--- src/rtl/card_cmd_path.sv ---
module card_cmd_path #(
  parameter int DW = 32,
  parameter int IW = 6,
  parameter int AW = 4,
  parameter int RSP_WORDS = 4,
  parameter int TIMEOUT_TICKS = 64
) (
  input  logic                    clk,
  input  logic                    rst_n,
  input  logic                    reg_wr,
  input  logic [AW-1:0]           reg_addr,
  input  logic [DW-1:0]           reg_wdata,
  output logic [DW-1:0]           reg_rdata,
  input  logic                    card_tick,
  input  logic                    cmd_go,
  output logic                    tx_req,
  output logic [IW-1:0]           tx_index,
  output logic [DW-1:0]           tx_arg,
  input  logic                    tx_done,
  input  logic                    rsp_start,
  input  logic                    rsp_valid,
  input  logic [IW-1:0]           rsp_index,
  input  logic [RSP_WORDS*DW-1:0] rsp_data,
  input  logic                    rsp_crc_fail,
  input  logic                    rsp_start_err
);

  localparam int TW = $clog2(TIMEOUT_TICKS + 1);
  localparam int SW = 11;
  localparam logic [AW-1:0] A_ARG  = AW'(0);
  localparam logic [AW-1:0] A_CMD  = AW'(1);
  localparam logic [AW-1:0] A_RIDX = AW'(2);
  localparam logic [AW-1:0] A_RSP  = AW'(3);
  localparam logic [AW-1:0] A_STS  = AW'(3 + RSP_WORDS);
  localparam logic [AW-1:0] A_CLR  = AW'(4 + RSP_WORDS);

  localparam int C_WAIT = 6;
  localparam int C_LONG = 7;
  localparam int C_IRQ  = 8;
  localparam int C_PEND = 9;
  localparam int C_EN   = 10;

  localparam int B_CRC  = 0;
  localparam int B_TO   = 2;
  localparam int B_REND = 6;
  localparam int B_SENT = 7;
  localparam int B_SBE  = 9;
  localparam logic [SW-1:0] STICKY = SW'((1 << B_CRC) | (1 << B_TO) | (1 << B_REND)
                                         | (1 << B_SENT) | (1 << B_SBE));

  typedef enum logic [2:0] {S_IDLE, S_PEND, S_SEND, S_WAIT, S_RECV} st_t;

  st_t              st_q;
  logic [DW-1:0]    arg_q;
  logic [DW-1:0]    cmd_q;
  logic [IW-1:0]    ridx_q;
  logic [DW-1:0]    rsp_q [RSP_WORDS];
  logic [SW-1:0]    sts_q;
  logic [SW-1:0]    sts_set;
  logic [TW-1:0]    tcnt_q;

  wire idle     = (st_q == S_IDLE);
  wire wr_cmd   = reg_wr && reg_addr == A_CMD;
  wire wr_clr   = reg_wr && reg_addr == A_CLR;
  wire start    = idle && wr_cmd && reg_wdata[C_EN];
  wire tick_hit = card_tick && !cmd_q[C_IRQ];
  wire tmo_last = tcnt_q == TW'(TIMEOUT_TICKS - 1);

  assign tx_req   = (st_q == S_SEND);
  assign tx_index = cmd_q[IW-1:0];
  assign tx_arg   = arg_q;

  always_comb begin
    sts_set = '0;
    if (st_q == S_SEND && tx_done && !cmd_q[C_WAIT]) sts_set[B_SENT] = 1'b1;
    if (st_q == S_WAIT && !rsp_start && tick_hit && tmo_last) sts_set[B_TO] = 1'b1;
    if (st_q == S_RECV && rsp_valid) begin
      if (rsp_start_err)     sts_set[B_SBE]  = 1'b1;
      else if (rsp_crc_fail) sts_set[B_CRC]  = 1'b1;
      else                   sts_set[B_REND] = 1'b1;
    end
  end

  always_ff @(posedge clk or negedge rst_n) begin
    if (!rst_n) begin
      st_q   <= S_IDLE;
      arg_q  <= '0;
      cmd_q  <= '0;
      tcnt_q <= '0;
    end else begin
      if (idle && reg_wr && reg_addr == A_ARG) arg_q <= reg_wdata;
      if (idle && wr_cmd) cmd_q <= reg_wdata;
      case (st_q)
        S_IDLE: if (start) st_q <= reg_wdata[C_PEND] ? S_PEND : S_SEND;
        S_PEND: if (cmd_go) st_q <= S_SEND;
        S_SEND: if (tx_done) begin
          tcnt_q <= '0;
          st_q   <= cmd_q[C_WAIT] ? S_WAIT : S_IDLE;
        end
        S_WAIT: begin
          if (rsp_start) st_q <= S_RECV;
          else if (tick_hit) begin
            if (tmo_last) st_q <= S_IDLE;
            else tcnt_q <= tcnt_q + 1'b1;
          end
        end
        S_RECV: if (rsp_valid) st_q <= S_IDLE;
        default: st_q <= S_IDLE;
      endcase
    end
  end

  always_ff @(posedge clk or negedge rst_n) begin
    if (!rst_n) begin
      sts_q <= '0;
    end else begin
      sts_q <= (sts_q & ~(wr_clr ? (reg_wdata[SW-1:0] & STICKY) : '0)) | sts_set;
    end
  end

  always_ff @(posedge clk or negedge rst_n) begin
    if (!rst_n) begin
      ridx_q <= '0;
      for (int i = 0; i < RSP_WORDS; i++) rsp_q[i] <= '0;
    end else if (st_q == S_RECV && rsp_valid) begin
      ridx_q <= rsp_index;
      if (cmd_q[C_LONG]) begin
        for (int i = 0; i < RSP_WORDS; i++)
          rsp_q[i] <= rsp_data[(RSP_WORDS-1-i)*DW +: DW];
      end else begin
        rsp_q[0] <= rsp_data[DW-1:0];
      end
    end
  end

  always_comb begin
    reg_rdata = '0;
    if (reg_addr == A_ARG) reg_rdata = arg_q;
    else if (reg_addr == A_CMD) reg_rdata = cmd_q;
    else if (reg_addr == A_RIDX) reg_rdata = DW'(ridx_q);
    else if (reg_addr == A_STS) reg_rdata = DW'({!idle, sts_q});
    else begin
      for (int i = 0; i < RSP_WORDS; i++)
        if (reg_addr == A_RSP + AW'(i)) reg_rdata = rsp_q[i];
    end
  end

  p_sticky_r11: assert property (@(posedge clk) disable iff (!rst_n)
    !wr_clr |=> (($past(sts_q) & ~sts_q) == '0));

  p_sent_needs_noresp_r4: assert property (@(posedge clk) disable iff (!rst_n)
    $rose(sts_q[B_SENT]) |-> !cmd_q[C_WAIT]);

  p_rend_needs_resp_r5: assert property (@(posedge clk) disable iff (!rst_n)
    $rose(sts_q[B_REND]) |-> cmd_q[C_WAIT]);

  p_busy_cmd_ignored_r12: assert property (@(posedge clk) disable iff (!rst_n)
    (!idle && wr_cmd) |=> $stable(cmd_q));

  p_pend_holds_tx_r10: assert property (@(posedge clk) disable iff (!rst_n)
    (st_q == S_PEND && !cmd_go) |=> !tx_req);

  p_timeout_from_wait_r8: assert property (@(posedge clk) disable iff (!rst_n)
    $rose(sts_q[B_TO]) |-> $past(st_q == S_WAIT));

  p_no_timeout_irq_r9: assert property (@(posedge clk) disable iff (!rst_n)
    (st_q == S_WAIT && cmd_q[C_IRQ]) |=> !$rose(sts_q[B_TO]));

endmodule

--- config.mk ---
export PLATFORM = sky130hd
export DESIGN_NAME = card_cmd_path
export DESIGN_NICKNAME = d
export VERILOG_FILES = /design/src/rtl/card_cmd_path.sv
export SDC_FILE = /design/constraint.sdc
export NUM_CORES = 1
export LEC_CHECK = 0
export BUFFER_PORTS_ARGS = -buffer_cell sky130_fd_sc_hd__buf_2
export CAP_MARGIN = 20
export CORE_MARGIN = 3
export CORE_UTILIZATION = 45
export DETAILED_ROUTE_END_ITERATION = 8
export GPL_ROUTABILITY_DRIVEN = 0
export GPL_TIMING_DRIVEN = 0
export PLACE_DENSITY = 0.74
export SYNTH_ARGS = -nofsm -noshare
export SYNTH_HDL_FRONTEND = slang
export SYNTH_SLANG_ARGS = --single-unit
--- constraint.sdc ---
create_clock -name clk -period 2.04 [get_ports clk]
set_input_delay 0.408 -clock clk [delete_from_list [all_inputs] [get_ports clk]]
set_output_delay 0.408 -clock clk [all_outputs]
set_load 0.01 [all_outputs]
; Word level (Yosys, flattened, before mapping)
; Cells that the tools add are included.
; Widths: inputs -> output; s select.
[totals]
register_bits = 219
latchBits = 0
ram_bits = 0
mem_bits_ro = 0
input_bits = 180
out_inout_bits = 71
wordCells = 94
n_memories = 0
[op_classes]
n_addsub = 1
multipliers = 0
div_mod_pow = 0
magnitude_cmp = 0
n_eq_ne = 22
shift = 0
muxes = 35
bitwise = 3
n_reduce_logical = 23
[op_table]
columns = op, count
row1 = $mux 32, 9
row2 = $mux 7, 4
row3 = $mux 3, 7
row4 = $eq 4x3->1 const B, 4
row5 = $pmux 3 s5, 1
row6 = $pmux 7 s2, 1
row7 = $logic_and 1x1->1, 13
row8 = $and 11x11->11, 1
row9 = $not 10->11, 1
row10 = $or 11x10->11, 1
row11 = $mux 1, 10
row12 = $mux 10, 1
row13 = $ne 2x2->1 const B, 5
row14 = $eq 4x2->1 const B, 2
row15 = $add 7x1->7 const B, 1
row16 = $eq 7x6->1 const B, 1
row17 = $eq 3x2->1 const B, 2
row18 = $ne 3x3->1 const B, 2
row19 = $reduce_and 6->1, 1
row20 = $reduce_and 5->1, 1
row21 = $eq 4x1->1 const B, 1
row22 = $eq 4x4->1 const B, 1
row23 = $logic_not 1->1, 4
row24 = $logic_not 4->1, 1
row25 = 7 further kinds, 9

; Longest topological paths before layout
; Gate-level depths: netlist of the first run.
[logic_depth]
word_depth = 9
depth_mapped = 8

; Least setup slack after synthesis of the first run
; Ideal clock, no wire load.
[synth_path]
path_kind = input to output
start = input port reg_addr[1]
end = output port reg_rdata[12]
arrival_time_ns = 1.786
setup_slack_ns = -0.154
cell_stages = 6
cell_sequence = buf_2 > buf_2 > nor3_2 > clkbuf_1 > a211oi_1 > o21ai_0
[synth_via]
elab_chain_cells = 9
word_cells_on_any_way = 16
cone_classes = eq/ne (7) / mux (8) / reduce/logical (1)
[synth_lines]
columns = element, line
row1 = "start, declared", 11  ; input logic [AW-1:0] reg_addr,
row2 = $eq 4x2->1, 144  ; if (reg_addr == A_RSP + AW'(i)) reg_rdata = rsp_q[i];
row3 = $mux 32 (4 in series), 144
row4 = $mux 32, 141  ; else if (reg_addr == A_STS) reg_rdata = DW'({!idle, sts_q});
row5 = $mux 32, 140  ; else if (reg_addr == A_RIDX) reg_rdata = DW'(ridx_q);
row6 = $mux 32, 139  ; else if (reg_addr == A_CMD) reg_rdata = cmd_q;
row7 = $mux 32 *, 138  ; if (reg_addr == A_ARG) reg_rdata = arg_q;
row8 = "end, declared", 13  ; output logic [DW-1:0] reg_rdata,
; Mark *: on every way between the ends. The rest lies on a longest branch, timed or not.

; Worst setup path in the final report of the first run
[layout_path]
start = register rsp_q[43] (netlist bit)
end = output port reg_rdata[11]
[layout_via]
elab_chain_cells = 6
[layout_lines]
columns = element, line
row1 = "start, declared", 57  ; logic [DW-1:0] rsp_q [RSP_WORDS];
row2 = "start signal, assigned by index", 129  ; rsp_q[i] <= rsp_data[(RSP_WORDS-1-i)*DW +: DW];
row3 = $mux 32 (2 in series), 144
row4 = $mux 32, 141
row5 = $mux 32, 140
row6 = $mux 32, 139
row7 = $mux 32, 138
; Every way passes these cells.

==> metrics.txt, run 1 <==
status finished with violations; violated checks setup timing; Root Driver clkbuf_16; via count 8,740; CP Launch Type flop; Worst R2R Start st_q[1]; CP Max Fanout 2; critical path class reg -> out; number of global-route vias before repair 8,702; Critical-path top delay cell a222oi_1; Int Power 10.8 mW; Multi-input gate area 0.00512 sq mm; initial DRC count 685; CP startpoint rsp_q[43]; worst-margin pin slew 0.853 ns; Final Hold Fails 0; top cell type's share of synthesized area 0.517; DR vias/cell 5.83; Final Max Tran Viols 0; DRT Pass-1 Iters 5; Synth cell types 50; synth-to-layout area growth 37.3%; Yosys top cell by area dfrtp_1; clk buf depth 3; share of layout cells above drive strength 1 0.554; clk sinks 213; hold_ws 0.0688 ns; first-pass GRT wire length 52.1 mm; final setup fails 32; height of the die 157 um; TritonCTS Buffers 25; clk_lat worst skew 0.54 ns; largest net degree at the start of global routing 123; register area share after synthesis 0.517; Worst setup EP type output pin; CP arrival 1.96 ns; Post-synth EDFFs 0; Port Buffer Count 247; Placeable Area 0.0222 sq mm; die area 0.0248 sq mm; Async SR Flop Fraction 1.00; power share of the clock group 0.278; Max Cap Violations 0; mapped cell area 0.0103 sq mm; worst IR drop on VDD 949 uV; Worst Hold Class in -> reg; final period utilization 1.16; Synth Warn # 0; CTS tree done; IO Pins 251; max incr delay on CP 0.40 ns; LEAKAGE 6.97 nW; Cell Pwr Density 1130 mW/mm^2; Fill cells 1,740; die width 157 um; #FFs+latches synth 213; Final Skew 0.00816 ns; Reg clk slew, reported paths 0.06 ns; final instance area 0.0142 sq mm; Post-DP Area 0.0120 sq mm; combinational fraction of design power 0.294; RSZ-0062 raised after global routing true; Final WS setup -0.323 ns; Seq. cell area 0.00533 sq mm; Global Route Usage Sum 0.278; Hold Crit Start rsp_crc_fail; Main synth FF type dfrtp_1; Post-DP HPWL 24.6 mm; Rel. slew slack 0.431; Avg Cell Area, Syn 11.8 sq um; Tmin final 2.36 ns; drt drc 0; Switching Share 0.325; post-route ant nets 0; Cell Chain, Critical Path mux2_2 > a222oi_1 > o21ai_1 > buf_2; H-tree levels 1; Post-Syn Nets 1,054; Peak Freq 423 MHz; final wirelength 35.8 mm; final setup TNS -3.92 ns; Initial Utilization 0.465; initial antenna violation count 2; switching power 5.20 mW; share of power burned in registers 0.428; Req. time, crit path 1.63 ns; ranking of synthesized cells by area dfrtp_1 52%, mux2_2 15%, mux2_4 4.4%, mux2i_1 3.9%, nor2_1 3.6%; grt ovf 0; Cell Rows 54; per-cell routed wire length 23.9 um; nets@finish 1,380; Post-Synthesis Cells 873
-- layout by cell type (no fill, tap or decap), types with 19 or more instances in the layout --
cell         n
buf_2      256
dfrtp_1    212
mux2_2     138
nor2_1      93
a21oi_1     51
buf_4       40
mux2i_1     39
a22oi_2     35
mux2_4      30
o21ai_1     28
clkbuf_16   27
buf_6       26
nand2_1     22
a211oi_2    19
-- cell usage after synthesis, drive strengths merged (6+ instances only) --
cell    instances
nand3           7
o22ai           6
nor2           99
mux2i          40
a211oi         28
nor3            7
nand2b          7
a22oi          47
buf            47
dfrtp         213
o21ai          44
clkbuf         19
mux2          172
inv             6
a21oi          54
nand2          27
-- repair_timing --
| item | 4_1_cts | 5_1_grt |
|---|---|---|
| gates cloned | 5 | 2 |
| hold endpoints to repair | 91 | 0 |
| pin swaps | 52 | 49 |
| setup buffers | 33 | 13 |
| gates resized for setup | 173 | 70 |
| hold buffers | 1 | 0 |
| endpoints found under the setup margin | 63 | 34 |
-- metal layers --
layer  track usage  wire [um]
met1         0.367      14300
met2         0.457      16900
met3        0.0638       3150
met4        0.0888       1450
met5             0         27
-- registers in the layout (all words and copies together), names as in the netlist --
register and flops:
cmd_q 32, st_q 3, tx_arg 32, tcnt_q 7, ridx_q 6, sts_q 5, rsp_q 128
-- final cells by class --
class,instances,share of cell area
buffer,65,0.0447
inverter,6,0.00221
tap,280,0.0247
clock inverter,12,0.00795
clock buffer,33,0.0498
multi-input combinational,588,0.361
antenna,1,0.000177
sequential,213,0.377
timing repair buffer,300,0.132
-- final timing paths --
kind                            endpoint  slack [ns]  cells past startpoint
setup / recovery           reg_rdata[11]       -0.32                      4
hold / removal                  sts_q[6]        0.07                      2
setup reg to reg              rsp_q[111]        0.04                      6
hold reg to reg                rsp_q[41]        0.50                      1
max in group asynchronous      rsp_q[86]        0.50                      3
min in group asynchronous      tcnt_q[1]        0.48                      2
-- per-stage QoR --
step,setup WS [ns],cells,utilization,total power [mW]
2_1_floorplan,-0.00663,873,-,9.26
3_3_place_gp,-3.15,1400,0.539,10.7
3_5_place_dp,-1.04,1401,0.540,11.0
4_1_cts,-0.208,1484,0.623,15.8
5_1_grt,-0.384,1497,0.639,16.8
6_report,-0.323,1498,0.639,16.0
-- worst max-delay path: cells and delay by family, from the launching register on --
family | cells | cell delay [ns]
AO/OA/AOI/OAI | 2 | 0.60
flip-flops | 1 | 0.37
buffers and inverters | 1 | 0.19
multiplexers | 1 | 0.27
-- kinds of logic after synthesis --
kind of cell | Yosys count | share of synthesized area
compound gates | 203 | 0.125
mux | 212 | 0.238
flops | 213 | 0.517
simple gates | 168 | 0.0784
buf+inv | 72 | 0.0374
xor+xnor | 4 | 0.00340
fa+ha+maj | 1 | 0.00121
-- power groups by stage --
stage               Sequential (mW)  Clock [mW]  Combinational, mW
floorplan                      6.56           0               2.70
global placement               6.66           0               4.08
global route                   7.01        4.69               5.08
detailed placement             6.75           0               4.20
finish                         6.87        4.45               4.71
CTS                            6.78        4.50               4.53
Note: power is estimated with default switching activity, not from simulation.
==> run 2: changes to the inputs <==
--- a/config.mk
+++ b/config.mk
@@ -5,14 +5,17 @@
 export SDC_FILE = /design/constraint.sdc
 export NUM_CORES = 1
 export LEC_CHECK = 0
+export ABC_AREA = 1
 export BUFFER_PORTS_ARGS = -buffer_cell sky130_fd_sc_hd__buf_2
 export CAP_MARGIN = 20
+export CELL_PAD_IN_SITES_DETAIL_PLACEMENT = 0
+export CELL_PAD_IN_SITES_GLOBAL_PLACEMENT = 1
 export CORE_MARGIN = 3
-export CORE_UTILIZATION = 45
+export CORE_UTILIZATION = 36
 export DETAILED_ROUTE_END_ITERATION = 8
 export GPL_ROUTABILITY_DRIVEN = 0
 export GPL_TIMING_DRIVEN = 0
-export PLACE_DENSITY = 0.74
+export PLACE_DENSITY = 0.78
 export SYNTH_ARGS = -nofsm -noshare
 export SYNTH_HDL_FRONTEND = slang
 export SYNTH_SLANG_ARGS = --single-unit
==> run 2 against run 1 <==
  * The run still ends with setup timing left
  * Clock skew up 0.0033 ns
  * Cell area down 0.56%
  * Wire length up 3.1%
  * Clock power up 4%
  * Critical path depth up 7
  * Critical endpoint is now reg_rdata[14]
  * Largest power group unchanged
  * Highest routed layer unchanged
==> metrics.txt, run 2 <==
DRT Pass-1 Iters 5 (unchanged); Cell Pwr Density 1140 mW/mm^2 (+0.28%); synth-to-layout area growth 34.8%; CP Max Fanout 7 (+5); Post-DP HPWL 26.9 mm (+9.3%); register area share after synthesis 0.510 (-0.00644); LEAKAGE 7.43 nW (+6.6%); height of the die 176 um (+12%); Rel. slew slack 0.490 (+0.0589); CP arrival 1.70 ns (-0.26 ns); RSZ-0062 raised after global routing true; final period utilization 1.04 (-0.123); CTS tree done; initial antenna violation count 2 (unchanged); drt drc 0 (unchanged); #FFs+latches synth 213 (unchanged); Avg Cell Area, Syn 8.61 sq um (-27%); initial DRC count 674 (-1.6%); Top reg by flops rsp_q; die width 176 um (+12%); Async SR Flop Fraction 1.00 (unchanged); commonest cells after routing, fill and taps aside 394 x nand2_1, 238 x buf_2, 213 x dfrtp_1; clk_lat worst skew 0.53 ns (about the same); Worst setup EP type output pin; per-cell routed wire length 19.3 um (-19%); Post-DP Area 0.0122 sq mm (+1.9%); hold_ws 0.0879 ns (+0.0191 ns); Max Cap Violations 0 (unchanged); Yosys top cell by area dfrtp_1; R2R depth 8 (+2); nets@finish 1,700 (+23%); Largest register FFs 128 (unchanged); final wirelength 36.9 mm (+3.1%); Post-Synthesis Cells 1,213 (+39%); Synth cell types 30 (-40%); Port Buffer Count 249 (+0.81%); commonest non-fill, non-tap cell in the layout nand2_1; final instance area 0.0141 sq mm (-0.56%); r2r setup slk 0.25 ns (+0.21 ns); most frequent cells after synthesis 418 x nand2_1, 213 x dfrtp_1, 104 x o21ai_0, 83 x inv_1, 81 x nand3_1; Root Driver clkbuf_16; Cell Rows 61 (+13%); Final Hold Fails 0 (unchanged); placed insts 1,841 (+31%); Fill cells 2,720 (+56%); worst-margin pin slew 0.765 ns (-0.0883 ns); final setup TNS -0.488 ns (+3.43 ns); final setup fails 15 (-53%); Final Skew 0.0115 ns (+0.00332 ns); Req. time, crit path 1.63 ns (about the same); Worst R2R Start st_q[0]; Tmin final 2.11 ns (-0.251 ns); critical path class in -> out; H-tree levels 1 (unchanged); post-route ant nets 0 (unchanged); Post-Syn Nets 1,394 (+32%); largest net degree at the start of global routing 122 (-0.81%); Placeable Area 0.0282 sq mm (+27%); die area 0.0311 sq mm (+26%); TritonCTS Buffers 26 (+4.0%); grt ovf 0 (unchanged); top cell type's share of synthesized area 0.510 (-0.00644); Worst Hold Depth 3 (+1); Hold Crit Start rsp_index[4]; Worst Hold Class in -> reg; status finished with violations; Synth Warn # 0 (unchanged); Global Route Usage Sum 0.231 (-0.0466); share of layout cells above drive strength 1 0.346 (-0.207); first-pass GRT wire length 55.0 mm (+5.7%); violated checks setup timing; Reg clk slew, reported paths 0.06 ns (about the same); Initial Utilization 0.371 (-0.0945); clk sinks 213 (unchanged); post-layout util 0.500 (-0.139); number of global-route vias before repair 9,435 (+8.4%); RR Endpoint rsp_q[29]; fin cells 1,915 (+28%); clk buf depth 3 (unchanged); Peak Freq 474 MHz (+12%); mapped cell area 0.0104 sq mm (+1.3%); IO Pins 251 (unchanged); via count 9,472 (+8.4%); Post-synth EDFFs 0 (unchanged); Worst Hold End ridx_q[4]; worst IR drop on VDD 591 uV (-38%); Final WS setup -0.0719 ns (+0.251 ns); Final Max Tran Viols 0 (unchanged); CP Launch Type input port; DR vias/cell 4.95 (-15%); ranking of synthesized cells by area dfrtp_1 51%, nand2_1 15%, mux2_4 7.8%, o21ai_0 5.0%, nand3_1 3.9%; Main synth FF type dfrtp_1; cell with the most instances after synthesis nand2_1
run 2: cell count changes after synthesis, sizes merged, moves of 46 or more:
cell | before | now
a22oi | 47 | 0
inv | 6 | 91
mux2 | 172 | 63
nand2 | 27 | 420
nand3 | 7 | 82
nor2 | 99 | 53
o21ai | 44 | 133
run 2: report_power, final:
group	switching (mW)	internal, mW	total (mW)
registers	1.11	5.82	6.93
clock network	1.84	2.80	4.64
logic	2.37	2.05	4.42
total	5.32	10.7	16.0
run 2: how the worst max path moves through the flow:
stage | from | end | slack [ns] | cells after the start
after floorplan | reg_addr[0] | reg_rdata[15] | 0.17 | 10
after global placement | rst_n | rsp_q[89] | -3.23 | 1
after detailed placement | reg_addr[1] | reg_rdata[8] | -0.66 | 8
after CTS | reg_addr[2] | reg_rdata[3] | -0.07 | 9
after global routing | reg_addr[1] | reg_rdata[14] | -0.12 | 11
final | reg_addr[1] | reg_rdata[14] | -0.07 | 11
run 2: repair_timing:
item                                   4_1_cts  5_1_grt
gates resized for setup                    159       64
buffers inserted                            19        6
hold buffers                                 1        0
setup endpoints to repair                   32       33
endpoints found under the hold margin       92        0
cloned                                       4        0
pin swaps                                   40       37
run 2: stage by stage:
step | setup WS [ns] | total power [mW]
2_1_floorplan | 0.174 | 9.20
3_3_place_gp | -3.23 | 10.8
3_5_place_dp | -0.660 | 11.0
4_1_cts | -0.0739 | 16.0
5_1_grt | -0.118 | 17.0
6_report | -0.0719 | 16.0
run 2: layer usage:
| layer | wire length [um] | up-vias | track usage |
|---|---|---|---|
| li1 | - | 4553 | - |
| met4 | 1170 | 2 | 0.0749 |
| met5 | 13 | - | 0 |
| met2 | 17100 | 325 | 0.370 |
| met1 | 16200 | 4519 | 0.314 |
| met3 | 2460 | 73 | 0.0486 |
run 2: final cells by class:
class,count,area (sq um),share of cell area
diodes,1,2.50,0.000178
flip-flops and latches,213,5330,0.379
plain buffers,74,652,0.0463
repair buffers,278,1700,0.120
well taps,378,473,0.0336
inverters,91,352,0.0250
multi-input cells,835,4720,0.335
clock inverters,10,109,0.00773
clock buffers,35,746,0.0530
run 2: kinds of logic (layout without fill, tap and decap cells):
logic type,count (synthesis),in the layout,synth area share
simple gates,603,603,0.243
flops,213,213,0.510
compound gates,167,167,0.0820
buf+inv,165,488,0.0750
mux,63,63,0.0873
fa+ha+maj,1,1,0.00120
xor+xnor,1,1,0.000839
other cells,0,1,0
run 2: critical path, cell delays in order:
cell	delay, ns
buf_8	0.11
buf_12	0.14
nand2_8	0.07
nor2_4	0.05
buf_12	0.14
buf_8	0.13
nand2_2	0.04
nand4_1	0.20
o21ai_4	0.16
nand3_2	0.12
buf_6	0.14
